--- config.mk ---
export PLATFORM = sky130hd
export DESIGN_NAME = bus_cycle_seq
export DESIGN_NICKNAME = d
export VERILOG_FILES = /design/src/rtl/bus_cycle_seq.sv
export SDC_FILE = /design/constraint.sdc
export NUM_CORES = 1
export LEC_CHECK = 0
export BUFFER_PORTS_ARGS = -buffer_cell sky130_fd_sc_hd__buf_2
export CORE_MARGIN = 3
export CORE_UTILIZATION = 46
export CTS_CLUSTER_SIZE = 12
export DETAILED_ROUTE_END_ITERATION = 10
export PLACE_DENSITY = 0.71
export SKIP_LAST_GASP = 1
export SLEW_MARGIN = 20
export SYNTH_ARGS = -nofsm -noshare
export SYNTH_HDL_FRONTEND = slang
export SYNTH_SLANG_ARGS = --single-unit
--- constraint.sdc ---
create_clock -name clk -period 1.5 [get_ports clk]
set_clock_uncertainty 0.15 [all_clocks]
set_input_delay 0.075 -clock clk [delete_from_list [all_inputs] [get_ports clk]]
set_output_delay 0.075 -clock clk [all_outputs]
set_load 0.005 [all_outputs]
--- src/rtl/bus_cycle_seq.sv ---
module bus_cycle_seq #(
  parameter int BURST_BEATS = 4
) (
  input  logic       clk,
  input  logic       rst_n,
  input  logic       req_valid,
  input  logic       req_write,
  input  logic       req_burst,
  input  logic       rdy,
  input  logic       na,
  output logic       ads,
  output logic       data_oe,
  output logic       req_accept,
  output logic [2:0] state
);
  localparam int BW = (BURST_BEATS > 1) ? $clog2(BURST_BEATS) : 1;
  localparam logic [2:0] S_IDLE  = 3'd0;
  localparam logic [2:0] S_ADDR  = 3'd1;
  localparam logic [2:0] S_DATA  = 3'd2;
  localparam logic [2:0] S_DNA   = 3'd3;
  localparam logic [2:0] S_PADDR = 3'd4;
  localparam logic [2:0] S_PDATA = 3'd5;
  localparam logic [2:0] S_TURN  = 3'd6;

  logic [2:0]    state_n;
  logic          cur_write, cur_burst, nxt_write, nxt_burst, na_seen;
  logic [BW-1:0] beat;
  logic          last, done, flip, pipe, promote, in_data;

  assign last    = !cur_burst || (beat == BW'(BURST_BEATS - 1));
  assign done    = rdy && last;
  assign flip    = cur_write != nxt_write;
  assign pipe    = (state == S_PADDR) || (state == S_PDATA);
  assign promote = pipe && done;
  assign in_data = (state == S_DATA) || (state == S_DNA) || pipe;

  assign ads        = (state == S_ADDR) || (state == S_PADDR);
  assign data_oe    = cur_write && in_data;
  assign req_accept = req_valid && ((state == S_IDLE) || (state == S_DNA && !done));

  always_comb begin
    state_n = state;
    case (state)
      S_IDLE:  if (req_valid) state_n = S_ADDR;
      S_ADDR:  state_n = S_DATA;
      S_DATA:  if (done) state_n = S_IDLE;
               else if (na) state_n = S_DNA;
      S_DNA:   if (done) state_n = S_IDLE;
               else if (req_valid) state_n = S_PADDR;
      S_PADDR: if (done) state_n = flip ? S_TURN : S_DATA;
               else state_n = S_PDATA;
      S_PDATA: if (done) begin
                 if (flip) state_n = S_TURN;
                 else state_n = (na || na_seen) ? S_DNA : S_DATA;
               end
      S_TURN:  state_n = na ? S_DNA : S_DATA;
      default: state_n = S_IDLE;
    endcase
  end

  always_ff @(posedge clk) begin
    if (!rst_n) begin
      state     <= S_IDLE;
      cur_write <= 1'b0;
      cur_burst <= 1'b0;
      nxt_write <= 1'b0;
      nxt_burst <= 1'b0;
      beat      <= '0;
      na_seen   <= 1'b0;
    end else begin
      state   <= state_n;
      na_seen <= (state == S_PDATA) && (na_seen || na);
      if (req_accept && state == S_IDLE) begin
        cur_write <= req_write;
        cur_burst <= req_burst;
      end else if (req_accept) begin
        nxt_write <= req_write;
        nxt_burst <= req_burst;
      end
      if (promote) begin
        cur_write <= nxt_write;
        cur_burst <= nxt_burst;
        beat      <= '0;
      end else if (state == S_IDLE) begin
        beat <= '0;
      end else if (rdy && in_data) begin
        beat <= beat + 1'b1;
      end
    end
  end
endmodule


==> impl_results.md <==
* Outcome: complete, but fails checks
* Violated checks: negative setup slack
* PortBufs at 12
* Max clock buf depth at 2
* Clock transition at path regs at 70 ps
* CTS root buf: clkbuf_4
* CTS H-tree lvls at 1
* Sequential Power Share at approximately a third
* Final setup fails at 7
* Max-cap violations at 0
* Least-Margin Pin Slew at around 280 ps
* FMAX at approximately 620 MHz
* Top_reg_cell synth: dfxtp_1
* Number of distinct library cells after synthesis at 36
* Final instance area at approximately 950 sq um
* Largest stage delay on the critical path at roughly 340 ps
* Layout Cells excl Fill at 122
* Reg-to-reg slack, setup at -90 ps
* Detailed router's first-iteration violation count at 21
* Area grow syn2layout at 44.68%
* CP Cell Sequence: ha_4, nand2b_4, nand2_4, buf_6, nand3_2, a21oi_2, buf_2
* Reg-to-Reg Start: beat[0]
* Post-route worst setup slack at -113.4 ps
* Inst Count DP at approximately 110
* Full die area at 0.001921 sq mm
* Pre-antenna DRT Iters at 4
* Die height at between 40 and 50 um
* Tmin final at 1613 ps
* Average wire per cell in the routed design at ~14 um
* Register area at between 200 and 250 sq um
* Num rows at 13
* Hold Startpoint: req_valid
* Worst Hold End: state[1]
* GRT overflow at 0
* Syn Std Cell Area at about 660 sq um
* Type of element launching the critical path: flip-flop
* Comb pwr share at 37.8%
* Pleak at between 0.3 and 0.4 nW
* Initial antenna violation count at 0
* Gr usage total at 21.11%
* Worst VDD drop at slightly above 0.7 mV
* Dpl cell area at 808.3 sq um
* CTS tree: done
* Pint at approximately 610 uW
* DP HPWL at roughly 1100 um
* Share of layout cells above drive strength 1 at about 40%
* Initial Util at about half
* Slowest CP cell: dfxtp_2
* Num ports at 13
* Warnings from Yosys at 0
* Most frequent cells in the layout: 12 x buf_2, 12 x buf_4, 7 x dfxtp_1
* Worst hold slack at between 30 and 40 ps
* Crit Reg-Reg Endpoint: state[0]
* Async S/R FF share, synth at 0%
* Final WL at ~1700 um
* Number of hold violations in the final report at 0
* Critical path class: reg -> out
* Slew Limit Fails at 0
* #FFs+latches synth at 10
* Clock power share at a little over a quarter
* Post-Synthesis Cells at between 70 and 80
* Worst Hold Depth at 4
* Cell family with most CP delay: flip-flops
* Diodes inserted at 0
* Pwr dens at 967.8 mW/mm^2
* Fillers at around 110
* EDFF count, synth at 0
* Worst path buffer plus inverter count at 2
* Routed vias/inst at 5.615
* Multi-input logic area at ~480 sq um
* GPL Wtd Cong at around 0.8
* Cts bufs inserted at 3
* Net Sw Power at 309.3 uW
* Seq/Total Area, Yosys at 30.42%
* Min-Delay Path Class: in -> reg
* Crit path max fanout at 4
* Mean Syn Cell Area at 8.547 sq um
* Skew-Pair Late Insertion Delay at ~270 ps
* Detail Route Antenna Nets at 0
* Mapped Nets at 85
* Arr. time, crit path at roughly 1400 ps
* Final net count at between 100 and 150
* First-pass GRT wire length at roughly 2900 um
* Drc violations at 0
* Power Total at ~920 uW
* Slew headroom at between 80% and 90%
* Sw Ratio at about 34%
* Via count at ~690
* Vias in the first global route at 660
* Clk sink count at 10
* Largest net degree at the start of global routing at 14
* Chip width at about 44 um
* CP Data Required Time at around 1300 ps
* Period utilization at 107.6%
* Core region area at ~0.0013 sq mm
* Worst reg2reg path depth at 6
* RSZ-0062 raised after global routing: yes
* Critical Path Sink Type: output pin
==> area by class of cell <==
cell class                 instances  share of cell area (%)
clock buffer                       4                   3.811
sequential                        10                   21.68
timing repair buffer              30                   22.21
multi-input combinational         63                   50.33
tap                               15                   1.971
==> cell usage after synthesis, types with 2 or more instances <==
cell type | n | area [sq um]
a21boi_1 | 2 | 15.01
a21oi_1 | 4 | 20.02
buf_2 | 2 | 10.01
dfxtp_1 | 10 | 200.2
mux2i_1 | 4 | 40.04
nand2_1 | 5 | 18.77
nand2b_1 | 2 | 12.51
nand3_1 | 5 | 25.02
nor2_1 | 4 | 15.01
nor2b_1 | 4 | 25.02
o211ai_1 | 3 | 22.52
o21ai_0 | 5 | 25.02
o311a_1 | 2 | 20.02
xor2_1 | 3 | 26.28
==> worst min-delay path: stages <==
cell and delay, ps:
buf_2 120, nand3_1 80, o211ai_1 90, a21oi_1 50
==> per-layer routing <==
| layer | up-vias | global-route usage, % | routed length [um] |
|---|---|---|---|
| li1 | 347 | - | - |
| met1 | 308 | 26.13 | 772 |
| met2 | 24 | 30.52 | 756 |
| met3 | 6 | 4.564 | 93 |
| met4 | 0 | 18.07 | 65 |
| met5 | - | 0 | 0 |
==> kinds of logic after synthesis <==
family	synth area share, %
flops	30.42
mux	6.084
simple gates	29.47
compound gates	23.00
fa+ha+maj	1.901
buf+inv	3.802
xor+xnor	5.324
==> power by group through the flow <==
| stage | combinational (mW) | clock (mW) | sequential (mW) |
|---|---|---|---|
| final | 0.349 | 0.251 | 0.322 |
| after global routing | 0.384 | 0.265 | 0.328 |
| after CTS | 0.334 | 0.258 | 0.320 |
| after detailed placement | 0.308 | 0 | 0.323 |
| after global placement | 0.305 | 0 | 0.323 |
| after floorplan | 0.207 | 0 | 0.320 |
==> per-stage QoR <==
step | utilization [%] | setup slack, ps | TNS [ps]
2_1_floorplan | - | 3.090 | 0
3_3_place_gp | 61.35 | -39.21 | -113.6
3_5_place_dp | 61.35 | -70.09 | -231.8
4_1_cts | 70.37 | -118.0 | -351.7
5_1_grt | 72.27 | -186.4 | -1064
6_report | 72.27 | -113.4 | -488.9
==> registers in the layout, indices dropped and copies added (netlist names) <==
signal / cells
beat: 2
nxt_burst: 1
na_seen: 1
nxt_write: 1
cur_burst: 1
state: 3
cur_write: 1
==> worst max-delay path by stage <==
stage / startpoint / cells past startpoint / endpoint / slack, ps
2_1_floorplan: beat[0] / 6 / state[0] / 3
3_3_place_gp: beat[0] / 6 / nxt_burst / -40
3_5_place_dp: beat[0] / 6 / nxt_burst / -70
4_1_cts: beat[0] / 7 / req_accept / -120
5_1_grt: beat[0] / 7 / req_accept / -190
6_report: beat[0] / 7 / req_accept / -110
==> timing repair <==
action	4_1_cts	5_1_grt
pin swaps	3	2
setup endpoints to repair	8	11
hold buffers	5	0
setup buffers	1	0
endpoints found under the hold margin	9	0
resized for setup	9	6
Power figures use the tool's default switching activity.
